--- config.mk ---
export PLATFORM = sky130hd
export DESIGN_NAME = mac_pipe
export DESIGN_NICKNAME = d
export VERILOG_FILES = /design/src/rtl/mac_pkg.sv /design/src/rtl/mac_regfile.sv /design/src/rtl/mac_scoreboard.sv /design/src/rtl/mac_mul_pipe.sv /design/src/rtl/mac_pipe.sv
export SDC_FILE = /design/constraint.sdc
export NUM_CORES = 2
export LEC_CHECK = 0
export BUFFER_PORTS_ARGS = -buffer_cell sky130_fd_sc_hd__buf_2
export CORE_MARGIN = 2
export CORE_UTILIZATION = 50
export DETAILED_ROUTE_END_ITERATION = 10
export PLACE_DENSITY = 0.66
export SETUP_SLACK_MARGIN = 0.15
export SLEW_MARGIN = 40
export SYNTH_ARGS = -nofsm -noshare
export SYNTH_HDL_FRONTEND = slang
export SYNTH_SLANG_ARGS = --single-unit
export TNS_END_PERCENT = 20
--- constraint.sdc ---
create_clock -name clk -period 22.5 [get_ports clk]
set_input_delay 2.25 -clock clk [delete_from_list [all_inputs] [get_ports clk]]
set_output_delay 2.25 -clock clk [all_outputs]
set_load 0.005 [all_outputs]
--- src/rtl/mac_pkg.sv ---
package mac_pkg;
  typedef enum logic [1:0] {
    OP_ADD  = 2'd0,
    OP_ADDI = 2'd1,
    OP_MUL  = 2'd2,
    OP_MLA  = 2'd3
  } op_e;

  // stages a multiply occupies from issue+1 up to and including write-back
  localparam int MUL_DEPTH = 5;
endpackage

--- src/rtl/mac_regfile.sv ---
module mac_regfile #(
  parameter int XLEN = 32,
  parameter int NREG = 8,
  localparam int RW = $clog2(NREG)
) (
  input  logic            clk,
  input  logic            rst_n,
  input  logic            we_a,
  input  logic [RW-1:0]   wa_a,
  input  logic [XLEN-1:0] wd_a,
  input  logic            we_b,
  input  logic [RW-1:0]   wa_b,
  input  logic [XLEN-1:0] wd_b,
  input  logic [RW-1:0]   ra_0,
  input  logic [RW-1:0]   ra_1,
  input  logic [RW-1:0]   ra_2,
  output logic [XLEN-1:0] rd_0,
  output logic [XLEN-1:0] rd_1,
  output logic [XLEN-1:0] rd_2
);
  logic [XLEN-1:0] mem [NREG];

  // read with forwarding of this cycle's write-back values
  function automatic logic [XLEN-1:0] rd_fwd(input logic [RW-1:0] a);
    if (we_b && wa_b == a)      return wd_b;
    else if (we_a && wa_a == a) return wd_a;
    else                        return mem[a];
  endfunction

  always_comb begin
    rd_0 = rd_fwd(ra_0);
    rd_1 = rd_fwd(ra_1);
    rd_2 = rd_fwd(ra_2);
  end

  always_ff @(posedge clk or negedge rst_n) begin
    if (!rst_n) begin
      for (int i = 0; i < NREG; i++) mem[i] <= '0;
    end else begin
      if (we_a) mem[wa_a] <= wd_a;
      if (we_b) mem[wa_b] <= wd_b;
    end
  end

  AST_PORTS_DISJOINT: assert property (@(posedge clk) disable iff (!rst_n)
    (we_a && we_b) |-> (wa_a != wa_b));
endmodule

--- src/rtl/mac_scoreboard.sv ---
module mac_scoreboard #(
  parameter int NREG = 8,
  localparam int RW = $clog2(NREG)
) (
  input  logic          clk,
  input  logic          rst_n,
  input  logic          set_en,
  input  logic [RW-1:0] set_rd,
  input  logic          clr_en,
  input  logic [RW-1:0] clr_rd,
  input  logic [RW-1:0] q_rd,
  input  logic [RW-1:0] q_rs1,
  input  logic [RW-1:0] q_rs2,
  input  logic [RW-1:0] q_ra,
  input  logic          use_rs2,
  input  logic          use_ra,
  output logic          hazard
);
  logic [NREG-1:0] busy_q, busy_d;

  // a register retiring this cycle is forwarded, so it no longer blocks
  function automatic logic owed(input logic [RW-1:0] r);
    return busy_q[r] && !(clr_en && clr_rd == r);
  endfunction

  always_comb begin
    hazard = owed(q_rd) || owed(q_rs1) ||
             (use_rs2 && owed(q_rs2)) || (use_ra && owed(q_ra));
  end

  always_comb begin
    busy_d = busy_q;
    if (clr_en) busy_d[clr_rd] = 1'b0;
    if (set_en) busy_d[set_rd] = 1'b1;
  end

  always_ff @(posedge clk or negedge rst_n) begin
    if (!rst_n) busy_q <= '0;
    else        busy_q <= busy_d;
  end

  AST_RETIRE_WAS_OWED: assert property (@(posedge clk) disable iff (!rst_n)
    clr_en |-> busy_q[clr_rd]);
  AST_OWED_BOUND: assert property (@(posedge clk) disable iff (!rst_n)
    $countones(busy_q) <= mac_pkg::MUL_DEPTH);
endmodule

--- src/rtl/mac_mul_pipe.sv ---
module mac_mul_pipe #(
  parameter int XLEN = 32,
  parameter int RW = 3,
  localparam int HALF = XLEN / 2
) (
  input  logic            clk,
  input  logic            rst_n,
  input  logic            in_valid,
  input  logic            in_acc_en,
  input  logic [RW-1:0]   in_rd,
  input  logic [XLEN-1:0] in_a,
  input  logic [XLEN-1:0] in_b,
  input  logic [XLEN-1:0] in_c,
  output logic            out_valid,
  output logic [RW-1:0]   out_rd,
  output logic [XLEN-1:0] out_data
);
  // stage valid and control bits, index 1..5 used
  logic [5:1]      v_q;
  logic [RW-1:0]   rd_q  [5:1];
  logic [4:1]      acc_q;
  // data registers
  logic [XLEN-1:0] a1_q, b1_q, a2_q, b2_q;
  logic [XLEN-1:0] ll2_q, ll3_q, p4_q, r5_q;
  logic [HALF-1:0] cr3_q;
  logic [XLEN-1:0] c_q [4:1];

  // combinational work per stage
  logic [XLEN-1:0] ll_d, p_d, r_d;
  logic [HALF-1:0] cr_d;

  always_comb begin
    // E1: low halves product
    ll_d = {{HALF{1'b0}}, a1_q[HALF-1:0]} * {{HALF{1'b0}}, b1_q[HALF-1:0]};
    // E2: cross terms, only their low half reaches the result
    cr_d = a2_q[HALF-1:0] * b2_q[XLEN-1:HALF] + a2_q[XLEN-1:HALF] * b2_q[HALF-1:0];
    // E3: combine into the truncated product
    p_d  = ll3_q + {cr3_q, {HALF{1'b0}}};
    // E4: accumulate
    r_d  = p4_q + (acc_q[4] ? c_q[4] : '0);
  end

  always_ff @(posedge clk or negedge rst_n) begin
    if (!rst_n) v_q <= '0;
    else        v_q <= {v_q[4:1], in_valid};
  end

  always_ff @(posedge clk) begin
    if (in_valid) begin
      rd_q[1] <= in_rd; acc_q[1] <= in_acc_en; c_q[1] <= in_c;
      a1_q <= in_a; b1_q <= in_b;
    end
    if (v_q[1]) begin
      rd_q[2] <= rd_q[1]; acc_q[2] <= acc_q[1]; c_q[2] <= c_q[1];
      ll2_q <= ll_d; a2_q <= a1_q; b2_q <= b1_q;
    end
    if (v_q[2]) begin
      rd_q[3] <= rd_q[2]; acc_q[3] <= acc_q[2]; c_q[3] <= c_q[2];
      ll3_q <= ll2_q; cr3_q <= cr_d;
    end
    if (v_q[3]) begin
      rd_q[4] <= rd_q[3]; acc_q[4] <= acc_q[3]; c_q[4] <= c_q[3];
      p4_q <= p_d;
    end
    if (v_q[4]) begin
      rd_q[5] <= rd_q[4];
      r5_q <= r_d;
    end
  end

  assign out_valid = v_q[5];
  assign out_rd    = rd_q[5];
  assign out_data  = r5_q;

  AST_MUL_LATENCY: assert property (@(posedge clk) disable iff (!rst_n)
    out_valid |-> $past(in_valid, 5));
endmodule

--- src/rtl/mac_pipe.sv ---
module mac_pipe #(
  parameter int XLEN = 32,
  parameter int NREG = 8,
  localparam int RW = $clog2(NREG)
) (
  input  logic            clk,
  input  logic            rst_n,
  input  logic            iss_valid,
  output logic            iss_ready,
  input  logic [1:0]      iss_op,
  input  logic [RW-1:0]   iss_rd,
  input  logic [RW-1:0]   iss_rs1,
  input  logic [RW-1:0]   iss_rs2,
  input  logic [RW-1:0]   iss_ra,
  input  logic [XLEN-1:0] iss_imm,
  output logic            alu_wb_valid,
  output logic [RW-1:0]   alu_wb_rd,
  output logic [XLEN-1:0] alu_wb_data,
  output logic            mul_wb_valid,
  output logic [RW-1:0]   mul_wb_rd,
  output logic [XLEN-1:0] mul_wb_data
);
  import mac_pkg::*;

  // asynchronous assert, synchronous release
  logic [1:0] rsync_q;
  logic       rst_s_n;
  always_ff @(posedge clk or negedge rst_n) begin
    if (!rst_n) rsync_q <= 2'b00;
    else        rsync_q <= {rsync_q[0], 1'b1};
  end
  assign rst_s_n = rsync_q[1];

  op_e             op;
  logic            is_mul, use_rs2, use_ra, hazard, fire;
  logic [XLEN-1:0] opa, opb, opc;

  assign op      = op_e'(iss_op);
  assign is_mul  = (op == OP_MUL) || (op == OP_MLA);
  assign use_rs2 = (op != OP_ADDI);
  assign use_ra  = (op == OP_MLA);
  assign iss_ready = !hazard;
  assign fire    = iss_valid && !hazard;

  mac_regfile #(.XLEN(XLEN), .NREG(NREG)) u_rf (
    .clk(clk), .rst_n(rst_s_n),
    .we_a(mul_wb_valid), .wa_a(mul_wb_rd), .wd_a(mul_wb_data),
    .we_b(alu_wb_valid), .wa_b(alu_wb_rd), .wd_b(alu_wb_data),
    .ra_0(iss_rs1), .ra_1(iss_rs2), .ra_2(iss_ra),
    .rd_0(opa), .rd_1(opb), .rd_2(opc)
  );

  mac_scoreboard #(.NREG(NREG)) u_sb (
    .clk(clk), .rst_n(rst_s_n),
    .set_en(fire && is_mul), .set_rd(iss_rd),
    .clr_en(mul_wb_valid), .clr_rd(mul_wb_rd),
    .q_rd(iss_rd), .q_rs1(iss_rs1), .q_rs2(iss_rs2), .q_ra(iss_ra),
    .use_rs2(use_rs2), .use_ra(use_ra), .hazard(hazard)
  );

  mac_mul_pipe #(.XLEN(XLEN), .RW(RW)) u_mul (
    .clk(clk), .rst_n(rst_s_n),
    .in_valid(fire && is_mul), .in_acc_en(use_ra), .in_rd(iss_rd),
    .in_a(opa), .in_b(opb), .in_c(opc),
    .out_valid(mul_wb_valid), .out_rd(mul_wb_rd), .out_data(mul_wb_data)
  );

  // single-cycle add path with one write-back register
  logic            aw_v_q, aw_v_d, aw_en;
  logic [RW-1:0]   aw_rd_q;
  logic [XLEN-1:0] aw_d_q, aw_sum;

  always_comb begin
    aw_v_d = fire && !is_mul;
    aw_en  = aw_v_d;
    aw_sum = opa + ((op == OP_ADDI) ? iss_imm : opb);
  end

  always_ff @(posedge clk or negedge rst_s_n) begin
    if (!rst_s_n) aw_v_q <= 1'b0;
    else          aw_v_q <= aw_v_d;
  end

  always_ff @(posedge clk) begin
    if (aw_en) begin
      aw_rd_q <= iss_rd;
      aw_d_q  <= aw_sum;
    end
  end

  assign alu_wb_valid = aw_v_q;
  assign alu_wb_rd    = aw_rd_q;
  assign alu_wb_data  = aw_d_q;

  AST_STALL_BUBBLE: assert property (@(posedge clk) disable iff (!rst_s_n)
    (iss_valid && !iss_ready) |=> !alu_wb_valid);
  AST_WRITE_ORDER: assert property (@(posedge clk) disable iff (!rst_s_n)
    (alu_wb_valid && mul_wb_valid) |-> (alu_wb_rd != mul_wb_rd));
endmodule

==> results.toml <==
[sta]
grt_setup_unrepaired = "no"
slew_headroom = 0.386
post-route-min-period_ns = 7.17
max_freq_mhz = 139
finalSetupViolations = 0
finClkSkew_ns = 0.0281
hold_viol_final = 0
drv_slew = 0
worst_pin_slew_ns = 0.921
min_period_over_period = 0.319
finalSetupTns_ns = 0

[clock_network]
ctsHoldBuffers = 0
clockBufferDepth = 3
cts_tree = "done"
numCtsBuffers = 84
h-tree-depth = 3
clock_latency_ns = 0.67
cts-root-buf = "clkbuf_16"
cts_resized = 0
clkSinkCount = 726
clk_pin_slew_ns = 0.07
post_cts_buffers = 0

[worst_setup_path]
reg2reg_to = "u_mul.ll2_q[31]"
r2r_slack_ns = 15.33
worst-setup-path-type = "flop to flop"
crit_end = "u_mul.ll2_q[31]"
cp.arrival_ns = 7.57
cp.required_ns = 22.90
reg2reg_from = "u_mul.a1_q[6]"
cp-startpoint = "u_mul.a1_q[6]"
critical_path.max_fanout = 17
r2r_cells = 22
endpoint_kind = "flop"
crit_path_start_kind = "flop"

[synth]
synthArstFlopShare = 0.375
synth_warnings = 0
synth-seq-cells = 726
synthDistinctLibCells = 68
syn_inst = 4920
synth_nets = 5622
yosys.area.top_type = "edfxtp_1"
synth_edf_count = 454
avgSynthCellArea_sq_um = 11.1
seq_area_frac_synth = 0.376
ys.flop_type = "edfxtp_1"
syn-cell-area_sq_mm = 0.0544
synth_top_area_frac = 0.251
ys_top_cells_by_area = "edfxtp_1, fa_1, dfrtp_1, mux4_2, mux2i_1"

[floorplanning]
die_w_microns = 334
start_util = 0.506
die_area_sq_mm = 0.111
rows = 120
die_h_microns = 334
io_pins = 122
coreArea_sq_mm = 0.108

[grt]
grt_pass1_wl_microns = 231000
grt_max_degree = 141
antenna_found_initial = 4
grt_pass1_vias = 37200
grt_overflow_total = 0
grt.total_usage = 0.274

[final_layout]
fin_nets = 5576
fillers = 9190
syn_to_final_growth_pct = 8.83
regArea_sq_mm = 0.0205
final_cells = 6348
mostFrequentLayoutCells = "nand2_1, inv_1, edfxtp_1, fa_1, o21ai_0"
final_common_cell = "nand2_1"
drive_above_1_share = 0.120
multi_input_area_sq_mm = 0.0310

[outcome]
run_status = "finished clean"

[placement]
io_buffer_count = 121
dp_hpwl_microns = 104000
place_inst = 6181
place_congestion = 0.878

[min_path]
hp-class = "flop to async pin"

[drt]
routed_wl_microns = 152000
vias = 37500
drcViolationCount = 0
wl_per_cell_microns = 24.0
first_pass_iters = 6
ant_nets = 0
drtIter0Drc = 3796
avgViaCountPerCell = 5.90

[power]
p_per_area_mw_per_mm2 = 134
peakVddDrop_mv = 0.195
p_leak_nw = 24.1

[flow_run]
maxCapViolations = 0
cell type report:
type | instances | area share
Antenna cell | 1 | 0.0000423
Clock buffer | 111 | 0.0404
Clock inverter | 45 | 0.00863
Inverter | 461 | 0.0292
Multi-Input combinational cell | 3411 | 0.524
Sequential cell | 726 | 0.346
Tap cell | 1403 | 0.0297
Timing Repair Buffer | 190 | 0.0221
state kept, by name, summed over array words and instances (netlist names), 32 cells and up:
| register | cells |
|---|---|
| alu_wb_data | 32 |
| u_mul.a1_q | 32 |
| u_mul.a2_q | 32 |
| u_mul.b1_q | 32 |
| u_mul.b2_q | 32 |
| u_mul.c_q | 128 |
| u_mul.ll2_q | 32 |
| u_mul.ll3_q | 32 |
| u_mul.out_data | 32 |
| u_mul.p4_q | 32 |
| u_rf.mem | 256 |
through the flow:
| stage | utilization | setup slack, ns | total power, mW | instance area [sq um] | hold WS [ns] |
|---|---|---|---|---|---|
| after CTS | 0.549 | 15.36 | 7.92 | 59000 | 0.354 |
| final | 0.551 | 15.33 | 7.94 | 59200 | 0.285 |
| after global placement | 0.521 | 14.62 | 6.34 | 56000 | 0.335 |
| after detailed placement | 0.522 | 14.76 | 6.43 | 56100 | 0.340 |
| after floorplan | - | 14.36 | 5.30 | 54400 | 0.331 |
| after global routing | 0.551 | 15.01 | 8.53 | 59200 | 0.336 |
synth_stat cells, types with 5 or more instances:
cell	count
a31oi_1	8
o21bai_1	10
o21a_1	16
nand2_1	617
mux2i_1	353
a21boi_0	6
nor2b_1	16
nand4_1	11
o211ai_1	7
or3_1	8
a21oi_1	210
xnor2_1	138
inv_1	461
nor4_1	6
nor2_1	189
nor3b_1	5
fa_1	381
and3_1	7
a211oi_1	13
mux4_2	200
a21o_1	36
buf_2	28
ha_1	272
edfxtp_1	454
mux2_2	35
nand3_1	18
and2_1	320
buf_1	27
clkbuf_1	263
nand2b_1	24
dfrtp_1	272
xor2_1	44
o21ai_0	378
nor3_1	25
or2_2	5
worst min path at each step:
stage	start	to	cells after the start
3_3_place_gp	rsync_q[0]	rsync_q[1]	0
4_1_cts	rsync_q[0]	rsync_q[1]	0
3_5_place_dp	rsync_q[0]	rsync_q[1]	0
2_1_floorplan	rsync_q[0]	rsync_q[1]	0
6_report	rsync_q[1]	u_rf.mem[199]	0
5_1_grt	rsync_q[1]	u_rf.mem[135]	0
critical path: stages, from the launching register on:
cell	delay, ns
edfxtp_1	0.91
nand2_1	0.16
fa_1	0.54
inv_1	0.05
fa_1	0.49
inv_1	0.05
fa_1	0.54
inv_1	0.06
fa_1	0.47
fa_1	0.53
inv_1	0.06
fa_1	0.48
inv_1	0.05
ha_1	0.34
a21o_1	0.21
a21oi_1	0.36
o21ai_0	0.17
nor3_1	0.16
a21oi_1	0.11
o31a_1	0.30
o41a_1	0.47
a221oi_2	0.27
xnor2_1	0.10
cells by family (layout without fill, tap and decap cells):
logic type	after synthesis	in the layout	synth area share
AND/OR/NAND/NOR	1265	1265	0.108
XOR/XNOR	182	182	0.0293
multiplexers	588	588	0.155
other	1	2	0.0000690
adder cells (fa/ha/maj)	653	653	0.203
flip-flops	726	726	0.376
AO/OA/AOI/OAI	722	722	0.0738
buffers and inverters	783	807	0.0550
report_power, final:
group          total [mW]  leakage, nW  internal (mW)  switching, mW
sequential           2.15         6.87           1.88          0.266
combinational        4.34         15.9           1.99           2.35
clock                1.45         1.41          0.856          0.592
total                7.94         24.1           4.72           3.21
routing by layer:
metal / GRT usage / vias up / share of wire
li1: - / 16700 / -
met1: 0.381 / 18800 / 0.42
met2: 0.435 / 1651 / 0.46
met3: 0.0520 / 315 / 0.087
met4: 0.0916 / 2 / 0.033
met5: 0 / - / 0.00011
(Power assumes the default switching activity.)
